File: config.mk
export PLATFORM = sky130hd
export DESIGN_NAME = tlb_dup_scrub
export DESIGN_NICKNAME = d
export VERILOG_FILES = /design/src/rtl/tlb_dup_scrub.sv
export SDC_FILE = /design/constraint.sdc
export NUM_CORES = 1
export LEC_CHECK = 0
export ABC_AREA = 1
export BUFFER_PORTS_ARGS = -buffer_cell sky130_fd_sc_hd__buf_2
export CORE_MARGIN = 3
export CORE_UTILIZATION = 25
export CTS_CLUSTER_DIAMETER = 200
export DETAILED_ROUTE_END_ITERATION = 10
export PLACE_DENSITY = 0.41
export SLEW_MARGIN = 20
export SYNTH_ARGS = -nofsm -noshare
export SYNTH_HDL_FRONTEND = slang
export SYNTH_SLANG_ARGS = --single-unit
File: constraint.sdc
create_clock -name clk -period 5.4 [get_ports clk]
set_input_delay 0.81 -clock clk [delete_from_list [all_inputs] [get_ports clk]]
set_output_delay 0.81 -clock clk [all_outputs]
set_load 0.05 [all_outputs]
File: src/rtl/tlb_dup_scrub.sv
module tlb_dup_scrub #(
  parameter int SETS      = 8,
  parameter int WAYS      = 4,
  parameter int PD_W      = 32,
  parameter int PAGE_LSB  = 13,
  parameter int VALID_BIT = 8,
  localparam int SET_W = (SETS > 1) ? $clog2(SETS) : 1,
  localparam int WAY_W = (WAYS > 1) ? $clog2(WAYS) : 1,
  localparam int IDX_W = $clog2(SETS * WAYS),
  localparam int CNT_W = $clog2(SETS * WAYS + 1)
) (
  input  logic             clk,
  input  logic             rst_n,
  input  logic             start_i,
  input  logic             verbose_i,
  output logic             busy_o,
  output logic             done_o,
  output logic             tlb_rd_o,
  output logic             tlb_wr_o,
  output logic [IDX_W-1:0] tlb_idx_o,
  input  logic [PD_W-1:0]  tlb_pd0_i,
  output logic [CNT_W-1:0] erase_cnt_o,
  output logic [SET_W-1:0] last_set_o,
  output logic [WAY_W-1:0] last_way_o,
  output logic             rpt_valid_o,
  output logic [SET_W-1:0] rpt_set_o,
  output logic [WAY_W-1:0] rpt_way_o,
  output logic [PD_W-1:0]  rpt_pd0_o
);

  typedef enum logic [2:0] {S_IDLE, S_RD, S_CAP, S_SCAN, S_DONE} state_t;

  state_t           state_q;
  logic [SET_W-1:0] set_q;
  logic [WAY_W-1:0] way_q;
  logic             any_valid_q;
  logic [PD_W-1:0]  copy_q [WAYS];
  logic             hit;
  logic             last_way;
  logic             last_set;

  assign last_way = (way_q == WAY_W'(WAYS - 1));
  assign last_set = (set_q == SET_W'(SETS - 1));

  always_comb begin
    hit = 1'b0;
    for (int j = 1; j < WAYS; j++)
      if (WAY_W'(j) > way_q &&
          copy_q[j][PD_W-1:PAGE_LSB] == copy_q[way_q][PD_W-1:PAGE_LSB])
        hit = 1'b1;
    if (copy_q[way_q] == '0) hit = 1'b0;
  end

  assign busy_o      = (state_q != S_IDLE);
  assign done_o      = (state_q == S_DONE);
  assign tlb_rd_o    = (state_q == S_RD);
  assign tlb_wr_o    = (state_q == S_SCAN) && hit;
  assign tlb_idx_o   = IDX_W'(set_q) * IDX_W'(WAYS) + IDX_W'(way_q);
  assign rpt_valid_o = tlb_wr_o && verbose_i;
  assign rpt_set_o   = set_q;
  assign rpt_way_o   = way_q;
  assign rpt_pd0_o   = copy_q[way_q];

  always_ff @(posedge clk or negedge rst_n) begin
    if (!rst_n) begin
      state_q     <= S_IDLE;
      set_q       <= '0;
      way_q       <= '0;
      any_valid_q <= 1'b0;
      erase_cnt_o <= '0;
      last_set_o  <= '0;
      last_way_o  <= '0;
      for (int w = 0; w < WAYS; w++) copy_q[w] <= '0;
    end else begin
      case (state_q)
        S_IDLE: if (start_i) begin
          state_q     <= S_RD;
          set_q       <= '0;
          way_q       <= '0;
          any_valid_q <= 1'b0;
          erase_cnt_o <= '0;
          last_set_o  <= '0;
          last_way_o  <= '0;
        end
        S_RD: state_q <= S_CAP;
        S_CAP: begin
          copy_q[way_q] <= tlb_pd0_i;
          if (!last_way) begin
            any_valid_q <= any_valid_q | tlb_pd0_i[VALID_BIT];
            way_q       <= way_q + 1'b1;
            state_q     <= S_RD;
          end else if (any_valid_q | tlb_pd0_i[VALID_BIT]) begin
            way_q   <= '0;
            state_q <= S_SCAN;
          end else begin
            way_q       <= '0;
            any_valid_q <= 1'b0;
            set_q       <= last_set ? set_q : set_q + 1'b1;
            state_q     <= last_set ? S_DONE : S_RD;
          end
        end
        S_SCAN: begin
          if (hit) begin
            copy_q[way_q] <= '0;
            erase_cnt_o   <= erase_cnt_o + 1'b1;
            last_set_o    <= set_q;
            last_way_o    <= way_q;
          end
          if (!last_way) begin
            way_q <= way_q + 1'b1;
          end else begin
            way_q       <= '0;
            any_valid_q <= 1'b0;
            set_q       <= last_set ? set_q : set_q + 1'b1;
            state_q     <= last_set ? S_DONE : S_RD;
          end
        end
        default: state_q <= S_IDLE;
      endcase
    end
  end

endmodule


Word level (Yosys, flattened, before mapping)
Cells that the tools add are included.
{ "word_totals": {"ff_bits": 148, "inputBits": 36, "out_inout_bits": 58} }
{ "classes": {"addsub": 4, "magnitude_cmp": 5, "eq_ne": 15, "n_mux": 39, "n_bitwise": 4, "reduce_logical": 20} }
{ "op_table": {"columns": ["operator", "n"], "rows": [
  ["128-bit case mux with 2 select lines", 1],
  ["128-bit AND", 1],
  ["128-bit bitwise mux", 1],
  ["128-bit two-way mux", 1],
  ["128-bit NOT", 1],
  ["32-bit two-way mux", 3],
  ["32-bit binary-select mux with 2-bit select", 1],
  ["32-bit demux with 2-bit select", 1],
  ["19-bit equality test", 3],
  ["3-bit two-way mux", 11],
  ["32-bit logical NOT", 1],
  ["6-bit two-way mux", 2],
  ["3-bit case mux with 4 select lines", 1],
  ["6-bit case mux with 2 select lines", 1],
  ["2-bit inequality test (second input constant)", 5],
  ["3-bit case mux with 3 select lines", 1],
  ["1-bit two-way mux", 8],
  ["2-bit case mux with 2 select lines", 2],
  ["6-bit by 1-bit adder with 6-bit output (second input constant)", 1],
  ["3-bit by 2-bit equality test with 1-bit output (second input constant)", 2],
  ["3-bit equality test (second input constant)", 2],
  ["1-bit logical AND", 6],
  ["2-bit two-way mux", 3],
  ["3-bit case mux with 2 select lines", 1],
  ["21 further kinds", 27]
]} }

Logic depth before layout (Yosys ltp)
{ "logic_depth": {"word_depth": 12, "mapped_depth": 20, "ltp_nobuf": 17} }

Worst setup path before layout
OpenSTA, ideal clock, no wires.
{ "synth_timing": {"kind": "register to output", "start": "register way_q[0] (netlist: rpt_way_o[0])", "end": "output port rpt_valid_o", "arrival_time_ps": 2878, "required_time_ps": 4590, "setup_slack_ps": 1712, "stages_incl_launch_ff": 17, "cell_sequence": "dfrtp_1 > buf_4 > inv_4 > buf_6 > nand2_1 > nand2_1 > nand2_1 > nand2_1 > nand2_1 > nand2_1 > nor2_1 > nand2_1 > nor2_1 > nand3_1 > nand3_2 > nand2_4 > nor2_1"} }
{ "synth_via": {"elab_chain_len": 12, "word_cells_on_any_way": 20} }
{ "synth_rtl": {"columns": ["item", "line_no", "source"], "rows": [
  ["from (decl)", "35", "logic [WAY_W-1:0] way_q;"],
  ["from (signal assigned)", "90", "way_q <= way_q + 1'b1;"],
  ["from (signal assigned)", "110", "way_q <= way_q + 1'b1;"],
  ["2-bit NOT with 3-bit output *", null, null],
  ["32-bit binary-select mux with 2-bit select *", null, null],
  ["32-bit two-way mux * (2 in series)", null, null],
  ["via rpt_pd0_o[14]", "28", "output logic [PD_W-1:0] rpt_pd0_o"],
  ["19-bit equality test", "49", "copy_q[j][PD_W-1:PAGE_LSB] == copy_q[way_q][PD_W-1:PAGE_LSB])"],
  ["1-bit logical AND", "48", "if (WAY_W'(j) > way_q &&"],
  ["1-bit two-way mux (3 in series)", "48", null],
  ["1-bit two-way mux *", "51", "if (copy_q[way_q] == '0) hit = 1'b0;"],
  ["1-bit logical AND *", "57", "assign tlb_wr_o = (state_q == S_SCAN) && hit;"],
  ["1-bit logical AND *", "59", "assign rpt_valid_o = tlb_wr_o && verbose_i;"],
  ["to (decl)", "25", "output logic rpt_valid_o,"]
]} }
The timed path passes the listed nets; every way through them passes the cells marked *. The select of a mux whose other input is x is not followed.

Final worst setup path
{ "layout_timing": {"start": "register way_q[0] (netlist: rpt_way_o[0])", "end": "output port tlb_wr_o"} }
{ "layout_via": {"elab_chain_len": 11, "word_cells_on_any_way": 19} }
{ "layout_rtl": {"columns": ["item", "line_no", "source"], "rows": [
  ["2-bit NOT with 3-bit output (implied by the code)", "49, 51", null],
  ["32-bit binary-select mux with 2-bit select", "49, 51", null],
  ["32-bit two-way mux (implied by the code) (2 in series)", "49, 51", null],
  ["19-bit equality test", "49", null],
  ["1-bit logical AND", "48", null],
  ["1-bit two-way mux (3 in series)", "48", null],
  ["1-bit two-way mux *", "51", null],
  ["1-bit logical AND *", "57", null],
  ["to (decl)", "19", "output logic tlb_wr_o,"]
]} }
Every way passes the cells marked *; elsewhere a longest branch is shown, timed or not. The select of a mux whose other input is x is not followed.

==> flow_metrics.env <==
export IMPL_tightest_slew_ns=0.973
export IMPL_grt_usage=0.185
export IMPL_synth_cell_types=33
export IMPL_grt_pass1_wl_mm=58.7
export IMPL_synthTopCellsByArea="dfrtp_1, nand2_1, nand3_1"
export IMPL_fp_dieW_um=203
export IMPL_avgSynthCellArea_um2=6.52
export IMPL_period_needed_ns=4.64
export IMPL_worstReg2RegEnd="copy_q[127]$_DFFE_PN0P_"
export IMPL_die_h_um=203
export IMPL_min_period_over_period=0.859
export IMPL_num_rows=71
export IMPL_post_cts_resize_count=0
export IMPL_drive_gt1_frac=0.110
export IMPL_grt_pass1_vias=9521
export IMPL_min_path_type="in -> async"
export IMPL_drc_errors=0
export IMPL_hold_violations=0
export IMPL_antenna_found_initial=0
export IMPL_num_io_pins=94
export IMPL_ant_nets=0
export IMPL_synthArstFlopShare=1.00
export IMPL_syn2layout_area_growth_pct=13.2
export IMPL_coreArea_um2=37900
export IMPL_rr_startpoint="rpt_way_o[0]$_DFFE_PN0P_"
export IMPL_grt_ovfl_total=0
export IMPL_cts_tree="yes"
export IMPL_critPathKind="reg -> out"
export IMPL_dp_hpwl_mm=23.8
export IMPL_netlist_area_um2=9670
export IMPL_clock_latency_ns=0.45
export IMPL_clockBufferDepth=2
export IMPL_worst_ep_arrival_time_ns=3.83
export IMPL_cts_htree_levels=4
export IMPL_routed_wl_mm=37.9
export IMPL_end_kind="output port"
export IMPL_maxCapViolCount=0
export IMPL_port_buffers=93
export IMPL_maxSlewViolCount=0
export IMPL_status="complete, no violations"
export IMPL_synth_fp_nets=1527
export IMPL_cp_start_kind="flip-flop"
export IMPL_final_nets=1571
export IMPL_synthFlopType="dfrtp_1"
export IMPL_cts_root_buf="clkbuf_16"
export IMPL_reg2reg_slack_ns=1.04
export IMPL_wire_per_inst_um=18.4
export IMPL_cts_clk_slew_worst_paths_ns=0.07
export IMPL_rsz0062_at_grt="false"
export IMPL_gp_congestion=0.835
export IMPL_synth_edf_count=0
export IMPL_ys_warn_count=0
export IMPL_cts_setup_buffers=0
export IMPL_ys_seq_area_frac=0.383
export IMPL_fmaxAchievable_ghz=0.216
export IMPL_fillCellCount=4269
export IMPL_critPathMaxFanout=57
export IMPL_drt_iter0_drc=669
export IMPL_clock_sinks=148
export IMPL_antennaDiodeCount=0
export IMPL_reg2reg_depth=14
export IMPL_timing_slew_headroom=0.349
export IMPL_firstDrtPassIters=5
export IMPL_ys_ff_latch=148
export IMPL_layout_commonest_cell="nand2_1"
export IMPL_setup_violations=0
export IMPL_cts_buffers=17
export IMPL_final_cell_mix="nand2_1, nand3_1, inv_1, o21ai_0, dfrtp_1"
export IMPL_setup_tns_ns=0
export IMPL_synthCells=1484
export IMPL_viasPerCell=4.73
export IMPL_initial_core_util=0.255
export IMPL_die_area_um2=41100
export IMPL_synth_top_cell_by_area="dfrtp_1"
export IMPL_via_count=9702
export IMPL_holdBufCountCts=0
export IMPL_cp_required_ns=4.59
export IMPL_grt_max_degree=58
export IMPL_synth_top_area_share=0.383
export IMPL_finClkSkew_ns=0.0138
-- stage by stage --
| stage | instances | instance area [um2] | worst slack [ns] | utilization | hold slack [ns] |
|---|---|---|---|---|---|
| 2_1_floorplan | 1484 | 9670 | 1.71 | - | 0.442 |
| 3_3_place_gp | 2020 | 10400 | 1.12 | 0.273 | 0.455 |
| 3_5_place_dp | 2020 | 10400 | 1.02 | 0.273 | 0.459 |
| 4_1_cts | 2052 | 10900 | 0.738 | 0.289 | 0.338 |
| 5_1_grt | 2052 | 10900 | 0.472 | 0.289 | 0.353 |
| 6_report | 2052 | 10900 | 0.763 | 0.289 | 0.332 |
-- sequential cells by signal (all words and copies together) (netlist names) --
name,flops
last_set_o,3
copy_q,128
any_valid_q,1
last_way_o,2
rpt_way_o,2
state_q,3
erase_cnt_o,6
rpt_set_o,3
-- per-layer routing --
metal  vias to the layer above  share of wire  global-route usage  routed length, um
li1                       4780              -                   -                  -
met2                       232           0.47               0.300              17600
met3                        45          0.040              0.0249               1520
met4                         0          0.025              0.0601                930
met5                         -              0                   0                  0
met1                      4645           0.47               0.256              17800
-- synthesized netlist by cell type (2+ instances only) --
| library cell | number |
|---|---|
| a21oi_1 | 32 |
| buf_1 | 5 |
| buf_2 | 30 |
| buf_4 | 12 |
| buf_6 | 18 |
| clkbuf_1 | 16 |
| dfrtp_1 | 148 |
| ha_1 | 7 |
| inv_1 | 166 |
| inv_2 | 5 |
| inv_4 | 2 |
| nand2_1 | 571 |
| nand2_2 | 8 |
| nand2_4 | 2 |
| nand3_1 | 206 |
| nand3_2 | 6 |
| nand4_1 | 9 |
| nor2_1 | 59 |
| nor3_1 | 6 |
| nor4_1 | 2 |
| o21ai_0 | 148 |
| o21ai_1 | 10 |
| o22ai_1 | 3 |
| or2_2 | 3 |
| xor2_1 | 2 |
-- worst max path at each step --
stage / start / endpoint / slack (ns) / cells past startpoint
5_1_grt: rpt_way_o[0]$_DFFE_PN0P_ / tlb_wr_o / 0.47 / 12
3_5_place_dp: rpt_way_o[0]$_DFFE_PN0P_ / copy_q[127]$_DFFE_PN0P_ / 1.02 / 14
6_report: rpt_way_o[0]$_DFFE_PN0P_ / tlb_wr_o / 0.76 / 12
3_3_place_gp: rpt_way_o[0]$_DFFE_PN0P_ / copy_q[105]$_DFFE_PN0P_ / 1.12 / 14
2_1_floorplan: rpt_way_o[0]$_DFFE_PN0P_ / rpt_valid_o / 1.71 / 16
4_1_cts: rpt_way_o[0]$_DFFE_PN0P_ / tlb_wr_o / 0.74 / 12
-- kinds of logic (layout without fill, tap and decap cells) --
logic type      after synthesis  count (layout)  synth area share
xor+xnor                      2               2           0.00181
fa+ha+maj                     7               7           0.00906
compound gates              197             197             0.104
flops                       148             148             0.383
simple gates                873             873             0.378
buf+inv                     257             314             0.125
-- worst max-delay path, stage by stage, from the launching register on --
cell	delay, ns
dfrtp_4	0.85
buf_4	0.52
nand2_1	0.09
nand3_1	0.16
nand2_1	0.25
a21oi_1	0.34
nand3_1	0.11
nor2_1	0.20
nand3_1	0.13
nand3_2	0.13
nand2_4	0.11
inv_1	0.17
buf_2	0.30
-- layout make-up --
| class | count | area (um2) | share of cell area |
|---|---|---|---|
| Inverter | 174 | 658 | 0.0601 |
| Tap cell | 511 | 639 | 0.0584 |
| Clock buffer | 18 | 439 | 0.0401 |
| Sequential cell | 148 | 3710 | 0.339 |
| Clock inverter | 14 | 156 | 0.0143 |
| Timing Repair Buffer | 108 | 584 | 0.0534 |
| Multi-Input combinational cell | 1079 | 4760 | 0.435 |
Power is not shown: default switching activity piles up to over one toggle a cycle in this logic, so the estimate is an artifact.
